===== src/rtl/irq_dispatch_pkg.sv =====
package irq_dispatch_pkg;
    localparam int MODE_W = 3;
    localparam logic [MODE_W-1:0] DMODE_FIXED  = 3'd0;
    localparam logic [MODE_W-1:0] DMODE_LOWEST = 3'd1;
endpackage


===== src/rtl/irq_target_resolve.sv =====
module irq_target_resolve #(
    parameter int N_CPU = 4,
    parameter int ID_W  = 8
) (
    input  logic [ID_W-1:0]       dest,
    input  logic                  logical,
    input  logic [N_CPU-1:0]      present,
    input  logic [N_CPU*ID_W-1:0] phys_ids,
    input  logic [N_CPU*ID_W-1:0] log_ids,
    output logic [N_CPU-1:0]      tgt_mask
);
    logic found;
    logic bcast;

    assign bcast = (dest == {ID_W{1'b1}});

    always_comb begin
        tgt_mask = '0;
        found    = 1'b0;
        if (!logical) begin
            if (bcast) begin
                tgt_mask = present;
            end else begin
                for (int i = 0; i < N_CPU; i++) begin
                    if (!found && present[i] && (phys_ids[i*ID_W +: ID_W] == dest)) begin
                        tgt_mask[i] = 1'b1;
                        found       = 1'b1;
                    end
                end
            end
        end else if (dest != '0) begin
            for (int i = 0; i < N_CPU; i++) begin
                tgt_mask[i] = present[i] && (|(dest & log_ids[i*ID_W +: ID_W]));
            end
        end
    end
endmodule


===== src/rtl/irq_rr_pick.sv =====
module irq_rr_pick #(
    parameter int N_CPU = 4,
    localparam int IDX_W = (N_CPU > 1) ? $clog2(N_CPU) : 1
) (
    input  logic [N_CPU-1:0] cand,
    input  logic [IDX_W-1:0] last,
    output logic [N_CPU-1:0] pick_oh,
    output logic [IDX_W-1:0] pick_idx,
    output logic             pick_any
);
    int idx;

    always_comb begin
        pick_oh  = '0;
        pick_idx = '0;
        pick_any = 1'b0;
        idx      = 0;
        for (int k = 1; k <= N_CPU; k++) begin
            idx = int'(last) + k;
            if (idx >= N_CPU) idx = idx - N_CPU;
            if (!pick_any && cand[idx]) begin
                pick_any     = 1'b1;
                pick_oh[idx] = 1'b1;
                pick_idx     = IDX_W'(idx);
            end
        end
    end
endmodule


===== src/rtl/irq_dispatch.sv =====
module irq_dispatch
    import irq_dispatch_pkg::*;
#(
    parameter int N_CPU = 4,
    parameter int ID_W  = 8,
    parameter int VEC_W = 8
) (
    input  logic                  clk,
    input  logic                  rst_n,
    input  logic                  req_valid,
    output logic                  req_ready,
    input  logic [ID_W-1:0]       req_dest,
    input  logic                  req_logical,
    input  logic [MODE_W-1:0]     req_dmode,
    input  logic [VEC_W-1:0]      req_vec,
    input  logic                  req_level,
    input  logic [N_CPU-1:0]      cpu_present,
    input  logic [N_CPU*ID_W-1:0] cpu_phys_id,
    input  logic [N_CPU*ID_W-1:0] cpu_log_id,
    output logic [N_CPU-1:0]      inj_strobe,
    output logic [VEC_W-1:0]      inj_vec,
    output logic                  inj_level,
    output logic                  busy
);
    localparam int IDX_W = (N_CPU > 1) ? $clog2(N_CPU) : 1;

    typedef struct packed {
        logic [N_CPU-1:0] walk;
        logic [N_CPU-1:0] strobe;
        logic [VEC_W-1:0] vec;
        logic             level;
        logic [IDX_W-1:0] last;
    } disp_state_t;

    disp_state_t s_d, s_q;

    logic [N_CPU-1:0] tgt_mask;
    logic [N_CPU-1:0] rr_oh;
    logic [IDX_W-1:0] rr_idx;
    logic             rr_any;
    logic [N_CPU-1:0] low_walk;
    logic [N_CPU-1:0] low_tgt;
    logic             busy_q;

    irq_target_resolve #(.N_CPU(N_CPU), .ID_W(ID_W)) i_resolve (
        .dest     (req_dest),
        .logical  (req_logical),
        .present  (cpu_present),
        .phys_ids (cpu_phys_id),
        .log_ids  (cpu_log_id),
        .tgt_mask (tgt_mask)
    );

    irq_rr_pick #(.N_CPU(N_CPU)) i_rr (
        .cand     (tgt_mask),
        .last     (s_q.last),
        .pick_oh  (rr_oh),
        .pick_idx (rr_idx),
        .pick_any (rr_any)
    );

    // isolate the lowest set bit
    assign low_walk = s_q.walk & (~s_q.walk + N_CPU'(1));
    assign low_tgt  = tgt_mask & (~tgt_mask + N_CPU'(1));
    assign busy_q   = |s_q.walk;

    always_comb begin
        s_d        = s_q;
        s_d.strobe = '0;
        if (busy_q) begin
            s_d.strobe = low_walk;
            s_d.walk   = s_q.walk & ~low_walk;
        end else if (req_valid) begin
            if (req_dmode == DMODE_FIXED && |tgt_mask) begin
                s_d.strobe = low_tgt;
                s_d.walk   = tgt_mask & ~low_tgt;
                s_d.vec    = req_vec;
                s_d.level  = req_level;
            end else if (req_dmode == DMODE_LOWEST && rr_any) begin
                s_d.strobe = rr_oh;
                s_d.last   = rr_idx;
                s_d.vec    = req_vec;
                s_d.level  = req_level;
            end
        end
    end

    always_ff @(posedge clk or negedge rst_n) begin
        if (!rst_n) begin
            s_q.walk   <= '0;
            s_q.strobe <= '0;
            s_q.vec    <= '0;
            s_q.level  <= 1'b0;
            s_q.last   <= IDX_W'(N_CPU - 1);
        end else begin
            s_q <= s_d;
        end
    end

    assign inj_strobe = s_q.strobe;
    assign inj_vec    = s_q.vec;
    assign inj_level  = s_q.level;
    assign busy       = busy_q;
    assign req_ready  = !busy_q;


    phys_single_chk: assert property (@(posedge clk) disable iff (!rst_n)
        (!req_logical && req_dest != {ID_W{1'b1}}) |-> ($countones(tgt_mask) <= 1));


    log_zero_chk: assert property (@(posedge clk) disable iff (!rst_n)
        (req_valid && !busy && req_logical && req_dest == '0) |=> (inj_strobe == '0 && !busy));


    strobe_onehot_chk: assert property (@(posedge clk) disable iff (!rst_n)
        $onehot0(inj_strobe));


    lowest_single_chk: assert property (@(posedge clk) disable iff (!rst_n)
        (req_valid && !busy && req_dmode == DMODE_LOWEST && |tgt_mask)
            |=> ($countones(inj_strobe) == 1 && !busy));


    drop_mode_chk: assert property (@(posedge clk) disable iff (!rst_n)
        (req_valid && !busy && req_dmode != DMODE_FIXED && req_dmode != DMODE_LOWEST)
            |=> (inj_strobe == '0 && !busy));


    walk_shrink_chk: assert property (@(posedge clk) disable iff (!rst_n)
        busy |=> ($countones(s_q.walk) == $countones($past(s_q.walk)) - 1
                  && inj_strobe != '0 && $stable(inj_vec)));
endmodule


===== config.mk =====
export PLATFORM = sky130hd
export DESIGN_NAME = irq_dispatch
export DESIGN_NICKNAME = d
export VERILOG_FILES = /design/src/rtl/irq_dispatch_pkg.sv /design/src/rtl/irq_target_resolve.sv /design/src/rtl/irq_rr_pick.sv /design/src/rtl/irq_dispatch.sv
export SDC_FILE = /design/constraint.sdc
export NUM_CORES = 1
export LEC_CHECK = 0
export BUFFER_PORTS_ARGS = -buffer_cell sky130_fd_sc_hd__buf_2
export CORE_MARGIN = 3
export CORE_UTILIZATION = 40
export CTS_BUF_LIST = sky130_fd_sc_hd__clkbuf_8 sky130_fd_sc_hd__clkbuf_16
export DETAILED_ROUTE_END_ITERATION = 12
export PLACE_DENSITY = 0.71
export SYNTH_ARGS = -nofsm -noshare
export SYNTH_HDL_FRONTEND = slang
export SYNTH_SLANG_ARGS = --single-unit
export TNS_END_PERCENT = 10

===== constraint.sdc =====
create_clock -name clk -period 3.73 [get_ports clk]
set_input_delay 0.9325 -clock clk [delete_from_list [all_inputs] [get_ports clk]]
set_output_delay 0.9325 -clock clk [all_outputs]
set_load 0.005 [all_outputs]

# Word-level counts from Yosys, hierarchy flattened
# Cells that the tools add are included.
[classes]
reduce_logical = 41
muxes = 57
eq_ne = 6
bitwise_logic = 17
add_sub_neg = 10
order_cmp = 12
[ops]
columns = ["cell", "count"]
rows = [
  ["greater-or-equal comparator 32 x 1 -> 1 bit (second input constant)", 4],
  ["greater-or-equal comparator 32 x 4 -> 1 bit (second input constant)", 4],
  ["< comparator 32 x 4 -> 1 bit (second input constant)", 4],
  ["2-to-1 mux 32 bit", 4],
  ["subtractor 32 x 4 -> 32 bit (second input constant)", 4],
  ["AND 8 bit", 4],
  ["equality test 8 bit", 4],
  ["2-to-1 mux 4 bit", 8],
  ["OR reduction 8 bit", 4],
  ["2-to-1 mux 1 bit", 28],
  ["logical AND 1 bit", 20],
  ["2-to-1 mux 19 bit", 1],
  ["AND 4 bit", 4],
  ["NOT 4 bit", 4],
  ["2-to-1 mux 15 bit", 1],
  ["2-to-1 mux 13 bit", 1],
  ["bitwise OR 4 bit", 3],
  ["2-to-1 mux 2 bit", 5],
  ["adder 4 x 1 -> 4 bit (second input constant)", 2],
  ["binary-select mux 1 bit (select 2 bit)", 4],
  ["demux 1 bit (select 2 bit)", 4],
  ["equality test 8 bit (second input constant)", 1],
  ["2-to-1 mux 8 bit", 1],
  ["nonzero test 8 bit", 1],
  ["12 further kinds", 23],
]
[totals]
regBits = 19

# Logic depth before layout (Yosys ltp)
# Gate-level depths: netlist of run 1.
[depth]
ltp_word = 41
mapped_depth = 11
ltp_nobuf = 9

# Cells and area by module
# From an unflattened synthesis of run 1, not the netlist that was laid out.
[unflattened]
cells_unflattened = 245
hier_area_um2 = 2275.9
[modules_own_cells]
columns = ["module", "cells_per_inst", "instances", "area_each_um2"]
rows = [
  ["irq_dispatch", 73, 1, 940.9],
  ["irq_target_resolve", 92, 1, 698.2],
  ["irq_rr_pick", 80, 1, 636.9],
]

# Worst setup path after synthesis of run 1
# Ideal clock, no wire load.
[synth_path]
path_type = "in2reg"
start = "in req_dest[1]"
end = "reg s_q, in the netlist inj_strobe[1]"
t_required_ps = 3601
path_stages = 10
slack_ps = 370
setup_ps = 129
t_arrival_ps = 3230
path_cell_list = "buf_6 xor2_1 nor4_2 nand4_1 or4b_4 and2_4 mux4_2 nor3b_4 a311oi_2 o21ai_1"
[synth_lines]
columns = ["element", "line", "rtl"]
rows = [
  ["from (decl)", "irq_dispatch.sv:12", "input logic [ID_W-1:0] req_dest,"],
  ["to (decl)", "irq_dispatch.sv:35", "disp_state_t s_d, s_q;"],
]

==> out/qor.yml, run 1 <==
synth.cell_area_mm2: 0.00206
synthArstFlopShare_pct: 100
worst-path-max-fanout: 10
cts_num_sinks: 18
slowest_stage: "o2bb2ai_1"
intPower_uw: 664
hold_viol: 0
vias: 2128
switchingPower_uw: 466
power_leakage_uw: 0.00123
drcViolationCount: 0
root_buffer: "clkbuf_8"
drive_gt1_share_pct: 44.2
cp_data_required_time_ps: 3840
grt_max_degree: 19
maxSlewViolCount: 0
clkTransAtPathRegs_ps: 60
cts_made_buffers: 3
drt_iter0_drc: 94
p_seq_share_pct: 26.5
p_per_area_mw_per_mm2: 430
critPathMaxStageDelay_ps: 450
final_nets: 427
hold_buffers: 0
yosysSeqAreaShare_pct: 22.0
cts.htree.levels: 1
io_pins: 107
grt_usage_pct: 19.2
post-cts-setup-buffer-count: 0
grt_pass1_vias: 2130
io_buffers: 106
drt-pass1-iter-count: 4
synth_seq_cells: 18
area_growth_pct: 27.4
clk_path_buf_depth: 2
ys_types: 56
arrival_ps: 3410
synthCells: 230
antenna_found_initial: 0
rows: 25
diodes: 0
syn_avg_cell_area_um2: 8.97
cts_tree: "built"
hpwl_um: 4880
p_total_uw: 1130
synth_area_leader_cell: "dfrtp_1"
start_kind: "primary input"
drt-total-wl_um: 5840
clock_latency_ps: 250
path_common_cell: "o2bb2ai_1"
gpl.final_weighted_congestion: 0.893
combPwrFrac_pct: 59.8
synth_ff_type: "dfrtp_1"
maxCapViolations: 0
die_area_mm2: 0.00605
placed_cells: 389
start_util_pct: 42.5
hp-class: "reg -> reg"
path_cells: "buf_2, nand4_1, nor4b_2, a21oi_1, o2bb2ai_1, o2bb2ai_1, a31oi_4, nor3_2, a221oi_1, o221ai_1"
skew_ps: 2.27
critPathCaptureType: "flop"
post_drt_wl_per_cell_um: 14.8
p_sw_share_pct: 41.3
die_h_um: 77.8
peakVddDrop_mv: 0.254
cts_resized: 0
tns_ps: 0
tightest_slew_ps: 501
post-route-min-period_ps: 3300
grt-ovfl-total: 0
rsz0062_at_grt: "no"
vias_per_cell: 5.41
core_mm2: 0.00485
yosysWarnings: 0
slew_headroom_pct: 66.6
setup_violations: 0
grt_pass1_wl_um: 9560
die_w_um: 77.8
placed_cell_area_mm2: 0.00257
synth_top_area_share_pct: 19.4
critical_path_class: "in -> reg"
postRouteAntennaNets: 0
synth_nets: 330
synth_edf_count: 0
status: "complete, no violations"
synth.area.top_cells: "dfrtp_1, xor2_1, xnor2_1, buf_4, a22oi_1"
timing.hold.ws_ps: 502
clkPwrFrac_pct: 13.7
postLayoutCellArea_mm2: 0.00263
stdcell_count: 393
post-route-period-util_pct: 88.5
fmax_mhz: 303
-- registers in the layout, indices dropped and copies added (netlist names) --
name,cells
s_q,5
inj_vec,8
inj_level,1
inj_strobe,4
-- cells in the final DEF, fill, tap and decap left out, types with 3 or more instances in the layout --
cell type | synthesis | routed
a221oi_1 | 5 | 5
nand2b_1 | 3 | 3
nor3_1 | 4 | 4
mux2_2 | 9 | 9
o21ai_0 | 5 | 5
o2bb2ai_1 | 5 | 5
nand4_1 | 11 | 11
buf_4 | 18 | 9
clkbuf_8 | 0 | 4
nor4_1 | 5 | 5
inv_1 | 9 | 9
nand3_1 | 7 | 7
a22oi_1 | 16 | 16
xnor2_1 | 16 | 16
nor2_1 | 15 | 15
ha_1 | 8 | 8
dfrtp_1 | 16 | 16
nand2_1 | 7 | 7
xor2_1 | 17 | 17
buf_2 | 2 | 106
a21oi_1 | 8 | 8
-- cell type report --
class / count / area, µm²
Clock buffer: 4 / 55.1
Fill cell: 476 / 2220
Inverter: 9 / 33.8
Multi-Input combinational cell: 180 / 1400
Sequential cell: 18 / 453
Tap cell: 67 / 83.8
Timing Repair Buffer: 115 / 598
-- Yosys cell counts, types with 2 or more instances --
cell       count
a21oi_1        8
a221oi_1       5
a22oi_1       16
a31oi_1        2
buf_2          2
buf_4         18
buf_6          2
dfrtp_1       16
dfstp_2        2
ha_1           8
inv_1          9
mux2_2         9
mux4_2         2
nand2_1        7
nand2b_1       3
nand3_1        7
nand4_1       11
nor2_1        15
nor3_1         4
nor3_2         2
nor4_1         5
o211ai_1       2
o21ai_0        5
o22ai_1        2
o2bb2ai_1      5
or3_1          2
xnor2_1       16
xor2_1        17
-- cell families after synthesis --
group,Yosys count,synth area share (%)
xor gates and xnor gates,33,14.0
and+or+nand+nor,68,19.7
muxes,11,7.10
AOI/OAI and AO/OA,60,22.5
DFF,18,22.0
adders and majority gates,8,4.85
buffers and inverters,32,9.95
-- per-stage QoR --
step | worst slack, ps | utilization, %
after floorplan | 370 | -
after global placement | 212 | 53.1
after detailed placement | 171 | 53.1
after CTS | 438 | 54.2
after global routing | 187 | 54.2
final | 429 | 54.2
-- worst paths after layout --
path,from,end,slack [ps],depth (start not counted)
worst min-delay path,inj_vec[3]$_DFFE_PN0P_,inj_vec[3]$_DFFE_PN0P_,500,1
worst min register to register,inj_vec[3]$_DFFE_PN0P_,inj_vec[3]$_DFFE_PN0P_,500,1
min in group asynchronous,rst_n,inj_vec[7]$_DFFE_PN0P_,600,1
worst max-delay path,req_dest[2],inj_strobe[2]$_DFF_PN0_,430,10
worst max register to register,s_q[0]$_DFFE_PN1P_,inj_strobe[3]$_DFF_PN0_,810,9
max in group asynchronous,rst_n,s_q[0]$_DFFE_PN1P_,2820,1
-- routing by layer --
metal	vias to the layer above	track usage (%)	wire length, µm
li1	1042	-	-
met1	989	23.4	2410
met2	93	34.4	2980
met3	4	4.41	403
met4	0	3.20	42
met5	-	0	0
-- worst max-delay path, delay by kind of cell --
family	cells	cell delay [ps]
AOI/OAI and AO/OA	6	1560
buffers and inverters	1	230
and+or+nand+nor	3	680
-- power groups by stage --
stage          logic (µW)  clock network (µW)  registers, µW
5_1_grt               740                 171            310
3_5_place_dp          672                   0            303
2_1_floorplan         517                   0            275
4_1_cts               671                 158            300
6_report              675                 155            299
3_3_place_gp          663                   0            301
(Power assumes the default switching activity.)
==> run 2: changes to the inputs <==
- ABC_AREA: default -> 1
- PLACE_DENSITY: 0.71 -> 0.69
- SLEW_MARGIN: default -> 30
==> run 2 against run 1 <==
- clock power grew 3%
- highest routed layer unchanged
- synthesized cell count grew 65%
- via count grew 27%
==> out/qor.yml, run 2 <==
ys_types: 36  # -36%
worstHoldEndpoint: "inj_vec[2]$_DFFE_PN0P_"
grt-ovfl-total: 0  # unchanged
slowest_stage: "buf_2"
status: "complete, no violations"
path_cells: "buf_2, inv_1, nand2_1, nand2_1, nor2_1, nand2_1, nor2_1, nand2_1, o21ai_1, nand2_1, nand2_1, nand2_1, nand3_1, nand2_1, inv_2, nor3_2, nand2_1, nand2_1, nor2_1, nand2_1, o21ai_1"
drt-total-wl_um: 6600  # +13%
post-route-min-period_ps: 2900  # -402 ps
drt-pass1-iter-count: 4  # unchanged
io_pins: 107  # unchanged
die_h_um: 82.1  # +5.5%
drive_gt1_share_pct: 30.1  # -14 points
arrival_ps: 3090  # -320 ps
r2r_start: "s_q[0]$_DFFE_PN1P_"
peakVddDrop_mv: 0.238  # -6.6%
grt_pass1_vias: 2491  # +17%
syn_avg_cell_area_um2: 6.09  # -32%
synth_seq_cells: 18  # unchanged
cts.htree.levels: 1  # unchanged
drt_iter0_drc: 197  # +110%
fill_cells: 607  # +28%
post-route-period-util_pct: 77.7  # -11 points
setup_slack_ps: 831  # +402 ps
tightest_slew_ps: 468  # -33.0 ps
vias: 2709  # +27%
fmax_mhz: 345  # +14%
yosysMostFrequentCell: "nand2_1"
postRouteAntennaNets: 0  # unchanged
core_mm2: 0.00554  # +14%
min_path_cells: 2  # +1
die_w_um: 82.1  # +5.5%
post_drt_wl_per_cell_um: 12.2  # -18%
layout_common_cells: "nand2_1, buf_2, nand3_1, inv_1, nor2_1"
slew_headroom_pct: 68.6  # +2.0 points
power_leakage_uw: 0.00165  # +34%
path_common_cell: "nand2_1"
synth_edf_count: 0  # unchanged
synth_ff_type: "dfrtp_1"
area_growth_pct: 21.6
dp_worst_setup_slack_ps: 590  # +419 ps
grt_pass1_wl_um: 11000  # +15%
start_kind: "primary input"
synth.area.top_cells: "nand2_1, dfrtp_1, nand3_1, inv_1, buf_4"
grt_max_degree: 19  # unchanged
grt_usage_pct: 20.3  # +1.1 points
start_util_pct: 41.8  # -0.77 points
p_per_area_mw_per_mm2: 408  # -5.1%
diodes: 0  # unchanged
critPathMaxStageDelay_ps: 250  # -200 ps
rows: 27  # +8.0%
gpl.final_weighted_congestion: 0.889  # -0.52%
seqCellArea_um2: 453  # unchanged
root_buffer: "clkbuf_8"
antenna_found_initial: 0  # unchanged
maxSlewViolCount: 0  # unchanged
hp-class: "reg -> reg"
cp_data_required_time_ps: 3920  # +80 ps
multi_input_area_mm2: 0.00150  # +6.9%
skew_ps: 3.85  # +1.58 ps
clk_path_buf_depth: 2  # unchanged
hold_viol: 0  # unchanged
clkTransAtPathRegs_ps: 70  # about the same
post-cts-setup-buffer-count: 0  # unchanged
drcViolationCount: 0  # unchanged
min-delay-start: "inj_vec[2]$_DFFE_PN0P_"
regToRegSetupSlack_ps: 1350  # +540 ps
cts_resized: 0  # unchanged
largest_register_ffs: 8  # unchanged
cts_num_sinks: 18  # unchanged
synthTopCellsByCount: "nand2_1, nand3_1, inv_1"
rsz0062_at_grt: "no"
setup_violations: 0  # unchanged
yosysWarnings: 0  # unchanged
synth_top_area_share_pct: 22.7  # +3.3 points
p_total_uw: 1150  # +1.6%
yosysSeqAreaShare_pct: 19.6  # -2.4 points
cts_made_buffers: 3  # unchanged
cts_tree: "built"
clock_latency_ps: 260  # about the same
timing.hold.ws_ps: 472  # -30.0 ps
worst-path-max-fanout: 11  # +1
timing.rr.end: "inj_strobe[1]$_DFF_PN0_"
hpwl_um: 5510  # +13%
synthArstFlopShare_pct: 100  # unchanged
vias_per_cell: 5.01  # -7.5%
maxCapViolations: 0  # unchanged
tns_ps: 0  # unchanged
critPathCaptureType: "flop"
final_nets: 570  # +33%
synth_area_leader_cell: "nand2_1"
final_common_cell: "nand2_1"
synth_nets: 480  # +45%
hold_buffers: 0  # unchanged
critical_path_class: "in -> reg"
reg2reg_depth: 12  # +3
io_buffers: 106  # unchanged
die_area_mm2: 0.00673  # +11%
synthCells: 380  # +65%
synth.cell_area_mm2: 0.00231  # +12%
[run 2: final cells by class]
cell class                      instances  area share (%)
Multi-Input combinational cell        292            53.3
Sequential cell                        18            16.1
Tap cell                               72            3.20
Inverter                               49            6.54
Clock buffer                            4            1.96
Timing Repair Buffer                  106            18.9
[run 2: per-stage QoR]
step | cells | utilization, % | instance area, µm²
final | 541 | 50.8 | 2810
after floorplan | 380 | - | 2310
after global placement | 537 | 49.8 | 2760
after global routing | 541 | 50.8 | 2810
after detailed placement | 537 | 49.8 | 2760
after CTS | 541 | 50.8 | 2810
[run 2: cells by family after synthesis]
| family | count (synthesis) | synth area share [%] |
|---|---|---|
| buffers and inverters | 70 | 15.6 |
| AO/OA/AOI/OAI | 32 | 9.30 |
| XOR/XNOR | 17 | 6.44 |
| adder cells (fa/ha/maj) | 8 | 4.33 |
| AND/OR/NAND/NOR | 235 | 44.8 |
| flip-flops | 18 | 19.6 |
[run 2: worst max-delay path: cells and delay by family]
| kind | cells | cell delay [ps] |
|---|---|---|
| compound gates | 2 | 230 |
| buf+inv | 3 | 520 |
| simple gates | 16 | 1420 |
[run 2: layer usage]
layer  GRT usage (%)  wire length, µm
met1            28.0             2980
met2            32.7             3100
met3            3.18              444
met5               0                0
met4            5.15               70
[run 2: worst max path at each step]
stage                     start                       to  cells after the start
detailed placement  req_dest[4]  inj_strobe[0]$_DFF_PN0_                     19
global route        req_dest[7]  inj_strobe[0]$_DFF_PN0_                     19
floorplan           req_dest[5]  inj_strobe[2]$_DFF_PN0_                     18
CTS                 req_dest[4]  inj_strobe[0]$_DFF_PN0_                     19
finish              req_dest[4]       s_q[0]$_DFFE_PN1P_                     21
global placement    req_dest[4]  inj_strobe[0]$_DFF_PN0_                     18
[run 2: where the power goes]
group | leakage [µW] | internal [µW] | switching [µW]
combinational | 0.00139 | 259 | 442
clock | 0.0000288 | 93.8 | 66.3
sequential | 0.000231 | 243 | 43.9
